File: config.mk
export PLATFORM = sky130hd
export DESIGN_NAME = flash_cmd_ctrl
export DESIGN_NICKNAME = d
export VERILOG_FILES = /design/src/rtl/fci_pkg.sv /design/src/rtl/fci_strobe.sv /design/src/rtl/fci_lock_bank.sv /design/src/rtl/fci_seq.sv /design/src/rtl/flash_cmd_ctrl.sv
export SDC_FILE = /design/constraint.sdc
export NUM_CORES = 1
export LEC_CHECK = 0
export ABC_AREA = 1
export ABC_CLOCK_PERIOD_IN_PS = 2490
export CAP_MARGIN = 15
export CORE_MARGIN = 2
export CORE_UTILIZATION = 38
export CTS_BUF_LIST = sky130_fd_sc_hd__clkbuf_8
export CTS_CLUSTER_SIZE = 25
export DETAILED_ROUTE_END_ITERATION = 8
export PLACE_DENSITY = 0.65
export SETUP_SLACK_MARGIN = 0.1
export SLEW_MARGIN = 20
export SYNTH_ARGS = -nofsm -noshare
export SYNTH_HDL_FRONTEND = slang
export SYNTH_SLANG_ARGS = --single-unit
File: constraint.sdc
create_clock -name clk_i -period 2.49 [get_ports clk_i]
set_clock_uncertainty 0.15 [all_clocks]
set_input_delay 0.498 -clock clk_i [delete_from_list [all_inputs] [get_ports clk_i]]
set_output_delay 0.498 -clock clk_i [all_outputs]
set_load 0.02 [all_outputs]
File: src/rtl/fci_pkg.sv
package fci_pkg;
  localparam logic [7:0] CMD_READ  = 8'hFF;
  localparam logic [7:0] CMD_STAT  = 8'h70;
  localparam logic [7:0] CMD_CLR   = 8'h50;
  localparam logic [7:0] CMD_IDENT = 8'h90;
  localparam logic [7:0] CMD_SUSP  = 8'hB0;
  localparam logic [7:0] CMD_CONF  = 8'hD0;
  localparam logic [7:0] CMD_ERASE = 8'h20;
  localparam logic [7:0] CMD_PRG_A = 8'h40;
  localparam logic [7:0] CMD_PRG_B = 8'h10;
  localparam logic [7:0] CMD_LOCK  = 8'h60;
  localparam logic [7:0] LK_BLOCK  = 8'h01;
  localparam logic [7:0] LK_MASTER = 8'hF1;

  localparam int ST_READY = 7;
  localparam int ST_ESUSP = 6;
  localparam int ST_EERR  = 5;
  localparam int ST_PERR  = 4;
  localparam int ST_VERR  = 3;
  localparam int ST_PSUSP = 2;
  localparam int ST_LVIOL = 1;

  typedef enum logic [1:0] {RD_ARRAY, RD_STATUS, RD_IDENT} rd_mode_e;
  typedef enum logic [1:0] {PD_NONE, PD_ERASE, PD_PROG, PD_LOCK} pend_e;
  typedef enum logic [1:0] {LKK_BLOCK, LKK_MASTER, LKK_CLEAR} lk_kind_e;
endpackage

File: src/rtl/fci_strobe.sv
module fci_strobe #(
  parameter int ADDR_W = 21
) (
  input  logic              clk_i,
  input  logic              rst_ni,
  input  logic              we_i,
  input  logic [ADDR_W-1:0] addr_i,
  input  logic [7:0]        data_i,
  output logic              wr_vld_o,
  output logic [ADDR_W-1:0] wr_addr_o,
  output logic [7:0]        wr_data_o
);
  logic we_q;
  logic rise;

  assign rise = we_i & ~we_q;

  always_ff @(posedge clk_i or negedge rst_ni) begin
    if (!rst_ni) begin
      we_q      <= 1'b0;
      wr_vld_o  <= 1'b0;
      wr_addr_o <= '0;
      wr_data_o <= '0;
    end else begin
      we_q     <= we_i;
      wr_vld_o <= rise;
      if (rise) begin
        wr_addr_o <= addr_i;
        wr_data_o <= data_i;
      end
    end
  end

  assert_vld_from_strobe_R1: assert property (@(posedge clk_i) disable iff (!rst_ni)
    wr_vld_o |-> $past(we_i));
endmodule

File: src/rtl/fci_lock_bank.sv
module fci_lock_bank #(
  parameter int NBLK  = 32,
  parameter int BLK_W = $clog2(NBLK)
) (
  input  logic             clk_i,
  input  logic             rst_ni,
  input  logic             set_blk_i,
  input  logic             set_mst_i,
  input  logic             clr_all_i,
  input  logic [BLK_W-1:0] blk_i,
  output logic [NBLK-1:0]  locks_o,
  output logic             master_o
);
  for (genvar b = 0; b < NBLK; b++) begin : g_blk
    logic bit_q;
    always_ff @(posedge clk_i or negedge rst_ni) begin
      if (!rst_ni)                                   bit_q <= 1'b0;
      else if (clr_all_i)                            bit_q <= 1'b0;
      else if (set_blk_i && blk_i == BLK_W'(b))      bit_q <= 1'b1;
    end
    assign locks_o[b] = bit_q;
  end

  always_ff @(posedge clk_i or negedge rst_ni) begin
    if (!rst_ni)        master_o <= 1'b0;
    else if (set_mst_i) master_o <= 1'b1;
  end

  assert_master_sticky_R7: assert property (@(posedge clk_i) disable iff (!rst_ni)
    master_o |=> master_o);
endmodule

File: src/rtl/fci_seq.sv
module fci_seq
  import fci_pkg::*;
#(
  parameter int NBLK     = 32,
  parameter int BLK_AW   = 16,
  parameter int LOCK_CYC = 4,
  parameter int ADDR_W   = $clog2(NBLK) + BLK_AW
) (
  input  logic              clk_i,
  input  logic              rst_ni,
  input  logic              wr_vld_i,
  input  logic [ADDR_W-1:0] wr_addr_i,
  input  logic [7:0]        wr_data_i,
  input  logic              hv_rst_i,
  input  logic              vpp_lock_i,
  input  logic              arr_done_i,
  input  logic [NBLK-1:0]   locks_i,
  input  logic              master_i,
  output rd_mode_e          rd_mode_o,
  output logic [7:0]        sts_o,
  output logic              busy_o,
  output logic              arr_start_o,
  output logic              arr_erase_o,
  output logic [ADDR_W-1:0] arr_addr_o,
  output logic [7:0]        arr_data_o,
  output logic              erase_hold_o,
  output logic              prog_hold_o,
  output logic              lk_set_blk_o,
  output logic              lk_set_mst_o,
  output logic              lk_clr_all_o,
  output logic [$clog2(NBLK)-1:0] lk_blk_o
);
  localparam int BLK_W = $clog2(NBLK);
  localparam int CNT_W = $clog2(LOCK_CYC + 1);

  pend_e           pend_q;
  logic            er_act_q, er_held_q, pg_act_q, pg_held_q, lk_act_q;
  logic [CNT_W-1:0] lk_cnt_q;
  lk_kind_e        lk_kind_q;
  logic [7:0]      err_q;
  logic [BLK_W-1:0] wr_blk;
  logic            blk_locked, lk_ok, lk_clr;

  assign wr_blk     = wr_addr_i[ADDR_W-1:BLK_AW];
  assign blk_locked = locks_i[wr_blk];
  assign busy_o     = (er_act_q & ~er_held_q) | (pg_act_q & ~pg_held_q) | lk_act_q;
  assign erase_hold_o = er_held_q;
  assign prog_hold_o  = pg_held_q;
  assign lk_clr     = (wr_data_i == CMD_CONF);
  assign lk_ok      = (wr_data_i == LK_MASTER) ? hv_rst_i : (!master_i || hv_rst_i);

  always_comb begin
    sts_o           = err_q;
    sts_o[ST_READY] = ~busy_o;
    sts_o[ST_ESUSP] = er_held_q;
    sts_o[ST_PSUSP] = pg_held_q;
    sts_o[0]        = 1'b0;
  end

  always_ff @(posedge clk_i or negedge rst_ni) begin
    if (!rst_ni) begin
      rd_mode_o <= RD_ARRAY;
      pend_q    <= PD_NONE;
      er_act_q  <= 1'b0;
      er_held_q <= 1'b0;
      pg_act_q  <= 1'b0;
      pg_held_q <= 1'b0;
      lk_act_q  <= 1'b0;
      lk_cnt_q  <= '0;
      lk_kind_q <= LKK_BLOCK;
      lk_blk_o  <= '0;
      err_q     <= '0;
      arr_start_o <= 1'b0;
      arr_erase_o <= 1'b0;
      arr_addr_o  <= '0;
      arr_data_o  <= '0;
      lk_set_blk_o <= 1'b0;
      lk_set_mst_o <= 1'b0;
      lk_clr_all_o <= 1'b0;
    end else begin
      arr_start_o  <= 1'b0;
      lk_set_blk_o <= 1'b0;
      lk_set_mst_o <= 1'b0;
      lk_clr_all_o <= 1'b0;

      if (arr_done_i) begin
        if (pg_act_q && !pg_held_q)      pg_act_q <= 1'b0;
        else if (er_act_q && !er_held_q) er_act_q <= 1'b0;
      end

      if (lk_act_q) begin
        if (lk_cnt_q == CNT_W'(LOCK_CYC - 1)) begin
          lk_act_q     <= 1'b0;
          lk_set_blk_o <= (lk_kind_q == LKK_BLOCK);
          lk_set_mst_o <= (lk_kind_q == LKK_MASTER);
          lk_clr_all_o <= (lk_kind_q == LKK_CLEAR);
        end else begin
          lk_cnt_q <= lk_cnt_q + 1'b1;
        end
      end

      if (wr_vld_i) begin
        if (pend_q != PD_NONE) begin
          pend_q    <= PD_NONE;
          rd_mode_o <= RD_STATUS;
          case (pend_q)
            PD_ERASE: begin
              if (wr_data_i != CMD_CONF)
                err_q <= err_q | 8'(1 << ST_EERR) | 8'(1 << ST_PERR);
              else if (vpp_lock_i)
                err_q <= err_q | 8'(1 << ST_EERR) | 8'(1 << ST_VERR);
              else if (blk_locked && !hv_rst_i)
                err_q <= err_q | 8'(1 << ST_EERR) | 8'(1 << ST_LVIOL);
              else begin
                er_act_q    <= 1'b1;
                arr_start_o <= 1'b1;
                arr_erase_o <= 1'b1;
                arr_addr_o  <= wr_addr_i;
                arr_data_o  <= 8'hFF;
              end
            end
            PD_PROG: begin
              if (vpp_lock_i)
                err_q <= err_q | 8'(1 << ST_PERR) | 8'(1 << ST_VERR);
              else if (blk_locked && !hv_rst_i)
                err_q <= err_q | 8'(1 << ST_PERR) | 8'(1 << ST_LVIOL);
              else begin
                pg_act_q    <= 1'b1;
                arr_start_o <= 1'b1;
                arr_erase_o <= 1'b0;
                arr_addr_o  <= wr_addr_i;
                arr_data_o  <= wr_data_i;
              end
            end
            PD_LOCK: begin
              if (wr_data_i != LK_BLOCK && wr_data_i != LK_MASTER && !lk_clr)
                err_q <= err_q | 8'(1 << ST_EERR) | 8'(1 << ST_PERR);
              else if (vpp_lock_i)
                err_q <= err_q | 8'(1 << (lk_clr ? ST_EERR : ST_PERR)) | 8'(1 << ST_VERR);
              else if (!lk_ok)
                err_q <= err_q | 8'(1 << (lk_clr ? ST_EERR : ST_PERR)) | 8'(1 << ST_LVIOL);
              else begin
                lk_act_q  <= 1'b1;
                lk_cnt_q  <= '0;
                lk_blk_o  <= wr_blk;
                lk_kind_q <= lk_clr ? LKK_CLEAR :
                             (wr_data_i == LK_MASTER) ? LKK_MASTER : LKK_BLOCK;
              end
            end
            default: ;
          endcase
        end else if (busy_o) begin
          if (wr_data_i == CMD_STAT) rd_mode_o <= RD_STATUS;
          else if (wr_data_i == CMD_SUSP && !arr_done_i) begin
            rd_mode_o <= RD_STATUS;
            if (pg_act_q && !pg_held_q)      pg_held_q <= 1'b1;
            else if (er_act_q && !er_held_q) er_held_q <= 1'b1;
          end
        end else if (pg_held_q) begin
          case (wr_data_i)
            CMD_READ: rd_mode_o <= RD_ARRAY;
            CMD_STAT: rd_mode_o <= RD_STATUS;
            CMD_CONF: begin pg_held_q <= 1'b0; rd_mode_o <= RD_STATUS; end
            default: ;
          endcase
        end else if (er_held_q) begin
          case (wr_data_i)
            CMD_READ: rd_mode_o <= RD_ARRAY;
            CMD_STAT: rd_mode_o <= RD_STATUS;
            CMD_PRG_A, CMD_PRG_B: pend_q <= PD_PROG;
            CMD_CONF: begin er_held_q <= 1'b0; rd_mode_o <= RD_STATUS; end
            default: ;
          endcase
        end else begin
          case (wr_data_i)
            CMD_READ:  rd_mode_o <= RD_ARRAY;
            CMD_STAT:  rd_mode_o <= RD_STATUS;
            CMD_IDENT: rd_mode_o <= RD_IDENT;
            CMD_CLR:   err_q <= '0;
            CMD_ERASE: pend_q <= PD_ERASE;
            CMD_PRG_A, CMD_PRG_B: pend_q <= PD_PROG;
            CMD_LOCK:  pend_q <= PD_LOCK;
            default: ;
          endcase
        end
      end
    end
  end

  assert_start_needs_supply_R8: assert property (@(posedge clk_i) disable iff (!rst_ni)
    arr_start_o |-> !$past(vpp_lock_i));
  assert_start_not_busy_R14: assert property (@(posedge clk_i) disable iff (!rst_ni)
    arr_start_o |-> !$past(busy_o));
  assert_prog_hold_active_R11: assert property (@(posedge clk_i) disable iff (!rst_ni)
    pg_held_q |-> pg_act_q);
  assert_err_sticky_R10: assert property (@(posedge clk_i) disable iff (!rst_ni)
    (|($past(err_q) & ~err_q)) |-> $past(wr_vld_i && wr_data_i == CMD_CLR));
endmodule

File: src/rtl/flash_cmd_ctrl.sv
module flash_cmd_ctrl
  import fci_pkg::*;
#(
  parameter int         NBLK     = 32,
  parameter int         BLK_AW   = 16,
  parameter int         LOCK_CYC = 4,
  parameter logic [7:0] MFR_ID   = 8'h3C,
  parameter logic [7:0] DEV_ID   = 8'hA7
) (
  input  logic                             clk_i,
  input  logic                             rst_ni,
  input  logic [$clog2(NBLK)+BLK_AW-1:0]   addr_i,
  input  logic [7:0]                       data_i,
  input  logic                             we_i,
  input  logic                             hv_rst_i,
  input  logic                             vpp_lock_i,
  input  logic                             pwr_down_i,
  output logic [7:0]                       rd_data_o,
  output logic                             ready_o,
  output logic                             arr_start_o,
  output logic                             arr_erase_o,
  output logic [$clog2(NBLK)+BLK_AW-1:0]   arr_addr_o,
  output logic [7:0]                       arr_data_o,
  input  logic [7:0]                       arr_rdata_i,
  input  logic                             arr_done_i,
  output logic                             erase_hold_o,
  output logic                             prog_hold_o
);
  localparam int BLK_W  = $clog2(NBLK);
  localparam int ADDR_W = BLK_W + BLK_AW;

  logic              wr_vld;
  logic [ADDR_W-1:0] wr_addr;
  logic [7:0]        wr_data;
  logic [NBLK-1:0]   locks;
  logic              master;
  logic              set_blk, set_mst, clr_all;
  logic [BLK_W-1:0]  lk_blk;
  rd_mode_e          rd_mode;
  logic [7:0]        sts;
  logic              busy;
  logic [BLK_W-1:0]  rd_blk;

  fci_strobe #(.ADDR_W(ADDR_W)) u_strobe (
    .clk_i, .rst_ni, .we_i, .addr_i, .data_i,
    .wr_vld_o(wr_vld), .wr_addr_o(wr_addr), .wr_data_o(wr_data)
  );

  fci_lock_bank #(.NBLK(NBLK), .BLK_W(BLK_W)) u_locks (
    .clk_i, .rst_ni,
    .set_blk_i(set_blk), .set_mst_i(set_mst), .clr_all_i(clr_all),
    .blk_i(lk_blk), .locks_o(locks), .master_o(master)
  );

  fci_seq #(.NBLK(NBLK), .BLK_AW(BLK_AW), .LOCK_CYC(LOCK_CYC), .ADDR_W(ADDR_W)) u_seq (
    .clk_i, .rst_ni,
    .wr_vld_i(wr_vld), .wr_addr_i(wr_addr), .wr_data_i(wr_data),
    .hv_rst_i, .vpp_lock_i, .arr_done_i,
    .locks_i(locks), .master_i(master),
    .rd_mode_o(rd_mode), .sts_o(sts), .busy_o(busy),
    .arr_start_o, .arr_erase_o, .arr_addr_o, .arr_data_o,
    .erase_hold_o, .prog_hold_o,
    .lk_set_blk_o(set_blk), .lk_set_mst_o(set_mst), .lk_clr_all_o(clr_all),
    .lk_blk_o(lk_blk)
  );

  assign rd_blk  = addr_i[ADDR_W-1:BLK_AW];
  assign ready_o = ~busy | pwr_down_i;

  always_comb begin
    case (rd_mode)
      RD_STATUS: rd_data_o = sts;
      RD_IDENT: begin
        case (addr_i[1:0])
          2'd0:    rd_data_o = MFR_ID;
          2'd1:    rd_data_o = DEV_ID;
          2'd2:    rd_data_o = {7'b0, locks[rd_blk]};
          default: rd_data_o = {7'b0, master};
        endcase
      end
      default: rd_data_o = arr_rdata_i;
    endcase
  end

  assert_pd_ready_R13: assert property (@(posedge clk_i) disable iff (!rst_ni)
    pwr_down_i |-> ready_o);
endmodule

==> out/results.tsv, run 1 <==
metric	value	unit
status	complete, but fails checks	
violations	negative setup slack	
fin_ws	-0.0116	ns
drive_gt1_frac	0.189	
critPathMaxStageDelay	0.40	ns
ant_nets	0	
postSynth.asyncResetShare	1.00	
path_cells	a21oi_1 -> o21ai_0 -> nand3_1 -> o21ai_1 -> nand2_1 -> nand2_1 -> nor2_1 -> o21ai_1 -> buf_4 -> nand2_2 -> nand2_2 -> buf_6	
ir_drop	0.419	mV
synthesis.area	0.00626	mm²
worstMarginPinSlew	0.572	ns
wl_per_cell	15.0	µm
ys_seq_elements	121	
slowest_stage	dfrtp_1	
port_buffers	85	
cp.arrival	1.85	ns
place_inst	1154	
grt.met1_usage	0.309	
start_util	0.392	
hpwl	13.0	mm
report.final.setup_viol	1	
die_w	132	µm
area_growth	33.9	%
dp_worst_setup_slack	-0.980	ns
io_pins	86	
met3_usage	0.0481	
clock-sinks	121	
finalCriticalPeriod	2.50	ns
cts_tree	built	
grt_util_met2	0.317	
busiest_layer	met2	
grt_antenna_before_repair	0	
cts_root_buffer	clkbuf_8	
max_cap_viol_count	0	
startpoint_type	flip-flop	
routed-via-count	5899	
grt_pass1_wl	29.6	mm
grt_max_degree	43	
finalHoldViolations	0	
grt-ovfl-total	0	
relSlewSlack	0.618	
drv_slew	0	
cp.required	1.84	ns
cts_max_path_buffers	2	
ys_warn_count	0	
clock_latency	0.44	ns
gp_congestion	0.913	
utilization	0.524	
drt-initial-drc-count	501	
fin_cells	1196	
route.detailed.drc	0	
ys_seq_area_frac	0.483	
cts_buffers	17	
syn_avg_cell_area	7.64	µm²
die_area	0.0175	mm²
power.total	6.67	mW
wirelength	18.0	mm
criticalPathCategory	flip-flop to output port	
routed_via_density	4.93	
synth_ff_type	dfrtp_1	
syn-instance-count	820	
final_nets	1018	
cp-end-kind	output port	
rsz0062_at_grt	true	
core	0.0160	mm²
htree_levels	4	
post-route-period-util	1.00	
crit_fanout	2	
synth_nets	871	
diodes	0	
grt_pass1_vias	5540	
synth_enable_flop_cells	0	
rows	46	
powerDensity	795	mW/mm²
path_clk_slew	0.07	ns
synth_cell_type_count	42	
fill_cells	1595	
die_h	132	µm
grt_use_total	0.214	
hold_path_class	flip-flop to flip-flop	
power.leakage	4.07	nW
maxClockFrequency	400	MHz
dr.pass1.iters	6	
==> metal layers <==
metal | up-vias | wire (µm)
met5 | - | 0
met4 | 0 | 352
met3 | 24 | 1100
met2 | 188 | 7930
met1 | 2738 | 8580
li1 | 2949 | -
==> sequential cells by signal (all words and copies together), names as in the netlist, 2 cells and up <==
register             cells
u_seq.rd_mode_o          2
u_seq.lk_cnt_q           3
u_locks.g_blk.bit_q     32
u_seq.lk_blk_o           5
u_seq.arr_addr_o        21
u_strobe.wr_data_o       8
u_seq.pend_q             2
u_seq.arr_data_o         8
u_seq.err_q              4
u_seq.lk_kind_q          2
u_strobe.wr_addr_o      21
==> worst paths after layout <==
| check | startpoint | endpoint | slack [ns] | cells after the start |
|---|---|---|---|---|
| max | u_locks.g_blk[7].bit_q | rd_data_o[0] | -0.01 | 12 |
| min | u_seq.lk_set_mst_o | u_locks.master_o | 0.29 | 1 |
| max reg2reg | u_seq.pend_q[0] | u_seq.err_q[4] | 0.32 | 9 |
| min reg2reg | u_seq.lk_set_mst_o | u_locks.master_o | 0.29 | 1 |
| max in group asynchronous | rst_ni | u_strobe.wr_addr_o[3] | 1.12 | 3 |
| min in group asynchronous | rst_ni | u_strobe.wr_addr_o[15] | 0.38 | 2 |
==> cell type report <==
cell class                      count  area, µm²  area share
Clock buffer                       19        262      0.0312
Tap cell                          216        270      0.0322
Inverter                           87        339      0.0404
Clock inverter                     13        176      0.0210
Multi-Input combinational cell    581       2840       0.338
Sequential cell                   121       3030       0.361
Timing Repair Buffer              159       1470       0.176
==> where the power goes <==
group | total (mW) | leakage [nW] | switching [mW] | internal, mW
combinational | 2.23 | 2.27 | 1.25 | 0.982
sequential | 2.51 | 1.58 | 0.224 | 2.28
clock | 1.93 | 0.223 | 0.796 | 1.13
==> through the flow <==
step                cell area [µm²]  hold slack, ns  setup TNS, ns
global placement               7710           0.269          -3.43
floorplan                      6260          0.0524              0
detailed placement             7710           0.275          -3.38
global route                   8390           0.312         -0.173
finish                         8390           0.286        -0.0116
CTS                            8260           0.283        -0.0454
==> Yosys cell counts, types with 2 or more instances <==
cell type / instances / area [µm²]
nand2_1: 261 / 980
dfrtp_1: 121 / 3030
inv_1: 80 / 300
nand3_1: 78 / 390
o21ai_0: 56 / 280
nor2_1: 55 / 206
a21oi_1: 52 / 260
clkbuf_1: 16 / 60.1
o21ai_1: 13 / 65.1
nand2_2: 11 / 68.8
ha_1: 7 / 87.6
nor3_1: 6 / 30.0
buf_2: 5 / 25.0
inv_2: 5 / 18.8
o211ai_1: 5 / 37.5
buf_4: 4 / 30.0
buf_6: 4 / 45.0
nand4_1: 4 / 25.0
nor4_1: 4 / 25.0
a31oi_1: 3 / 18.8
nand2_4: 3 / 33.8
nand3_2: 3 / 30.0
o31ai_1: 3 / 22.5
nor2_2: 2 / 12.5
or2_2: 2 / 12.5
==> kinds of logic after synthesis <==
group | after synthesis | share of synthesized area
AND/OR/NAND/NOR | 433 | 0.298
AO/OA/AOI/OAI | 140 | 0.120
flip-flops | 121 | 0.483
buffers and inverters | 118 | 0.0837
adder cells (fa/ha/maj) | 7 | 0.0140
XOR/XNOR | 1 | 0.00140
==> timing repair <==
| item | in CTS | in global routing |
|---|---|---|
| gates cloned | 2 | 0 |
| endpoints found under the setup margin | 9 | 29 |
| setup buffers | 1 | 6 |
| hold buffers | 1 | 0 |
| gates resized for setup | 87 | 36 |
| endpoints found under the hold margin | 28 | 0 |
| pin swaps | 8 | 15 |
==> cell usage in the layout, fill, tap and decap left out, types with 5 or more instances in the layout <==
| cell type | synthesis | routed |
|---|---|---|
| a21oi_2 | 1 | 8 |
| buf_6 | 4 | 9 |
| o211ai_1 | 5 | 5 |
| nand3_1 | 78 | 74 |
| o21ai_1 | 13 | 24 |
| buf_4 | 4 | 68 |
| dfrtp_1 | 121 | 120 |
| clkdlybuf4s50_1 | 0 | 71 |
| clkbuf_8 | 0 | 19 |
| a21oi_1 | 52 | 45 |
| nand3_2 | 3 | 7 |
| nand2_1 | 261 | 252 |
| inv_4 | 1 | 5 |
| o21ai_0 | 56 | 45 |
| nand2_2 | 11 | 17 |
| nor2_1 | 55 | 51 |
| ha_1 | 7 | 5 |
| inv_2 | 5 | 12 |
| nor2_2 | 2 | 5 |
| inv_1 | 80 | 70 |
| nand2_4 | 3 | 6 |
| nor3_1 | 6 | 6 |
==> critical path, delay by kind of cell (launching register included) <==
family	cells	cell delay, ns
AOI/OAI and AO/OA	4	0.36
buffers and inverters	2	0.28
DFF	1	0.40
and+or+nand+nor	6	0.37
Power figures use the tool's default switching activity.
==> inputs of run 2 (changes only) <==
SKIP_LAST_GASP = 1   (was not set)
==> run 2 against run 1 <==
Net effect:
- critical path type unchanged
- largest cell class unchanged
- flip-flop and latch count is the same
- worst hold slack about the same
- the flow still finishes with violations (negative setup slack)
- sequential power is essentially flat
- final cell count about the same
- non-clock buffer count shrank 1
- first-iteration DRC count increased by 2.4%
- clock power about the same
- utilization down 0.24 points
- combinational power is 2% lower
- clock-buffer cell count unchanged
==> out/results.tsv, run 2 (synthesis results as in run 1) <==
metric	value	unit
hp-start	u_seq.lk_set_mst_o	
path_clk_slew	0.07	ns
routed-via-count	5947	
timing.rr.start	u_seq.pend_q[0]	
grt-ovfl-total	0	
cp-end-kind	output port	
rsz0062_at_grt	true	
cts_max_path_buffers	2	
clock-sinks	121	
grt_pass1_wl	29.4	mm
layout_common_cells	nand2_1 (255), dfrtp_1 (120), nand3_1 (75)	
place_area	0.00771	mm²
finalCriticalPeriod	2.54	ns
startpoint_type	flip-flop	
port_buffers	85	
criticalPathCategory	flip-flop to output port	
power.total	6.64	mW
power.leakage	4.06	nW
wl_per_cell	15.1	µm
post-route-period-util	1.02	
routed_via_density	4.98	
whs_endpoint	u_locks.master_o	
cts_root_buffer	clkbuf_8	
ff2ff_setup_slack	0.33	ns
report.final.setup_viol	1	
cp-startpoint	u_locks.g_blk[7].bit_q	
cts_tree	built	
largest_register_ff_count	32	
relSlewSlack	0.626	
die_area	0.0175	mm²
gp_congestion	0.913	
grt_use_total	0.213	
hpwl	13.0	mm
regMostFlops	u_locks.g_blk.bit_q	
die_h	132	µm
slowest_stage	dfrtp_1	
final_common_cell	nand2_1	
diodes	0	
die_w	132	µm
max_cap_viol_count	0	
path_cells	a21oi_1 -> o21ai_0 -> nand3_1 -> o21ai_1 -> nand2_1 -> nand2_1 -> nor2_1 -> o21ai_1 -> buf_4 -> nand2_1 -> nand2_1 -> buf_6	
drv_slew	0	
powerDensity	795	mW/mm²
hold_path_class	flip-flop to flip-flop	
crit_fanout	2	
finalHoldViolations	0	
ir_drop	0.420	mV
drive_gt1_frac	0.183	
grt_pass1_vias	5504	
utilization	0.522	
ant_nets	0	
cp.arrival	1.89	ns
io_pins	86	
critPathMostFrequentCell	nand2_1	
stdcell_area	0.00835	mm²
final_nets	1017	
r2r_cells	9	
cp.required	1.84	ns
grt_antenna_before_repair	0	
rows	46	
violations	negative setup slack	
critPathMaxStageDelay	0.40	ns
cts_buffers	17	
reg.largest.list	u_locks.g_blk.bit_q x32, u_seq.arr_addr_o x21, u_strobe.wr_addr_o x21	
worstMarginPinSlew	0.561	ns
grt_max_degree	43	
core	0.0160	mm²
worstHoldPathCells	1	
r2r-end	u_seq.err_q[4]	
maxClockFrequency	394	MHz
fin_ws	-0.0451	ns
status	complete, but fails checks	
fin_hold_ws	0.286	ns
wirelength	18.1	mm
area_growth	33.3	%
start_util	0.392	
htree_levels	4	
dr.pass1.iters	5	
clock_latency	0.44	ns
route.detailed.drc	0	
drt-initial-drc-count	513	
## run 2: stage by stage
stage | setup TNS [ns] | setup WS, ns | cells
after CTS | -0.0747 | -0.0747 | 1190
after floorplan | 0 | 0.156 | 820
final | -0.0451 | -0.0451 | 1195
after global placement | -3.43 | -1.01 | 1154
after global routing | -0.196 | -0.171 | 1195
after detailed placement | -3.38 | -0.980 | 1154
## run 2: worst max-delay path by stage
stage	endpoint	slack, ns	depth (start not counted)
global route	rd_data_o[0]	-0.17	12
global placement	rd_data_o[0]	-1.01	14
floorplan	rd_data_o[0]	0.16	10
CTS	rd_data_o[0]	-0.07	12
detailed placement	rd_data_o[0]	-0.98	14
finish	rd_data_o[0]	-0.05	12
## run 2: final cells by class
cell class              count  area [µm²]
multi-input cells         581        2820
repair buffers            158        1460
well taps                 216         270
clock inverters            13         176
clock buffers              19         262
flip-flops and latches    121        3030
inverters                  87         334
fillers                  1589        7650
## run 2: worst max-delay path, delay by kind of cell (launching register included)
kind	cells	cell delay [ns]
flops	1	0.40
compound gates	4	0.38
simple gates	6	0.38
buf+inv	2	0.28
## run 2: repair_timing
action | 4_1_cts | 5_1_grt
setup endpoints to repair | 9 | 30
pin swaps | 7 | 16
gates resized for setup | 77 | 37
hold buffers | 1 | 0
buffers inserted | 1 | 5
hold endpoints to repair | 28 | 0
gates cloned | 2 | 0
## run 2: report_power, final
part           switching (mW)  internal, mW
clock                   0.799          1.13
sequential              0.225          2.28
combinational            1.24         0.955
total                    2.26          4.37
## run 2: metal layers
layer | vias to the layer above | GRT usage | part of all wire
met4 | 0 | 0.0621 | 0.015
li1 | 2948 | - | -
met1 | 2759 | 0.308 | 0.48
met5 | - | 0 | 0
met3 | 21 | 0.0469 | 0.067
met2 | 219 | 0.320 | 0.44
==> inputs of run 3 (changes only) <==
CORE_UTILIZATION = 30   (was 38)
PLACE_DENSITY = 0.55   (was 0.65)
==> run 3 against run 2 <==
Net effect:
- the run still ends with negative setup slack left
- non-clock buffer count up 3
- combinational power about the same
- flip-flop and latch count stayed put
- clock-buffer cell count fell by 2
- register-to-register slack lost 0.06 ns
- critical endpoint is now rd_data_o[5]
==> out/results.tsv, run 3 (synthesis results as in run 1) <==
metric	value	unit
status	complete, but fails checks	
violations	negative setup slack	
drt-initial-drc-count	387	
wl_per_cell	14.7	µm
power.total	6.78	mW
rsz0062_at_grt	true	
grt_antenna_before_repair	0	
regMostFlops	u_locks.g_blk.bit_q	
place_inst	1212	
layout_common_cells	nand2_1 (254), dfrtp_1 (118), nand3_1 (76)	
cts_root_buffer	clkbuf_8	
final_common_cell	nand2_1	
grt-ovfl-total	0	
reg.largest.list	u_locks.g_blk.bit_q x32, u_seq.arr_addr_o x21, u_strobe.wr_addr_o x21	
largest_register_ff_count	32	
finalCriticalPeriod	2.54	ns
path_clk_slew	0.08	ns
cp.required	1.84	ns
grt_use_total	0.173	
worstMarginPinSlew	0.600	ns
hold_path_class	flip-flop to flip-flop	
whs_endpoint	u_locks.master_o	
die_w	149	µm
maxClockFrequency	393	MHz
routed-via-count	5879	
r2r_cells	8	
report.final.setup_viol	2	
start_util	0.308	
rows	52	
fin_hold_ws	0.282	ns
hp-start	u_seq.lk_set_mst_o	
drv_slew	0	
power.leakage	4.07	nW
area_growth	35.0	%
grt_max_degree	42	
place_area	0.00780	mm²
cts_max_path_buffers	2	
ir_drop	0.268	mV
timing.rr.start	u_seq.pend_q[0]	
cp.arrival	1.90	ns
port_buffers	85	
route.detailed.drc	0	
die_area	0.0221	mm²
core	0.0204	mm²
final_nets	1020	
cts_buffers	17	
ff2ff_setup_slack	0.27	ns
wirelength	18.4	mm
htree_levels	4	
fin_ws	-0.0550	ns
finalHoldViolations	0	
relSlewSlack	0.599	
die_h	149	µm
clock-sinks	121	
diodes	0	
drive_gt1_frac	0.185	
stdcell_area	0.00845	mm²
routed_via_density	4.70	
gp_congestion	0.899	
dr.pass1.iters	7	
worstHoldPathCells	1	
clock_latency	0.46	ns
grt_pass1_wl	29.9	mm
cp-startpoint	u_seq.rd_mode_o[1]	
cts_tree	built	
post-route-period-util	1.02	
powerDensity	802	mW/mm²
crit_fanout	2	
ant_nets	0	
max_cap_viol_count	0	
criticalPathCategory	flip-flop to output port	
io_pins	86	
grt_pass1_vias	5630	
hpwl	13.4	mm
cp-end-kind	output port	
r2r-end	u_seq.arr_addr_o[16]	
fin_cells	1252	
startpoint_type	flip-flop	
## run 3: timing repair
item / CTS / global route
setup buffers: 4 / 4
pin swaps: 10 / 11
setup endpoints to repair: 9 / 30
hold buffers: 1 / 0
endpoints found under the hold margin: 19 / 0
resized for setup: 72 / 42
## run 3: critical path, cell delays in order, from the launching register on
cell     delay [ns]
dfrtp_1        0.42
ha_4           0.31
inv_4          0.05
nand2_4        0.08
inv_4          0.04
buf_6          0.12
a221o_1        0.29
buf_6          0.14
## run 3: layer usage
metal / track usage / vias up / wire (µm)
met4: 0.0638 / 0 / 411
met3: 0.0457 / 30 / 1110
met5: 0 / - / 0
met1: 0.243 / 2721 / 8920
li1: - / 2956 / -
met2: 0.256 / 172 / 7990
## run 3: worst max path at each step
stage	end
finish	rd_data_o[5]
global route	rd_data_o[0]
CTS	rd_data_o[5]
detailed placement	rd_data_o[0]
global placement	rd_data_o[0]
floorplan	rd_data_o[0]
## run 3: report_power, final
part | total, mW | internal, mW | switching, mW
Clock | 2.06 | 1.19 | 0.870
Sequential | 2.49 | 2.28 | 0.211
Combinational | 2.22 | 0.957 | 1.26
Total | 6.78 | 4.43 | 2.35
## run 3: area by class of cell
cell class	instances	area, µm²
multi-input combinational	581	2840
clock buffer	17	234
timing repair buffer	161	1460
fill	2102	11900
tap	270	338
inverter	87	337
sequential	121	3030
clock inverter	15	223
## run 3: stage by stage
stage	worst slack (ns)	TNS, ns	util
2_1_floorplan	0.156	0	-
4_1_cts	-0.0261	-0.0633	0.408
3_5_place_dp	-1.00	-2.88	0.383
6_report	-0.0550	-0.0771	0.415
5_1_grt	-0.141	-0.383	0.415
3_3_place_gp	-0.991	-2.87	0.383
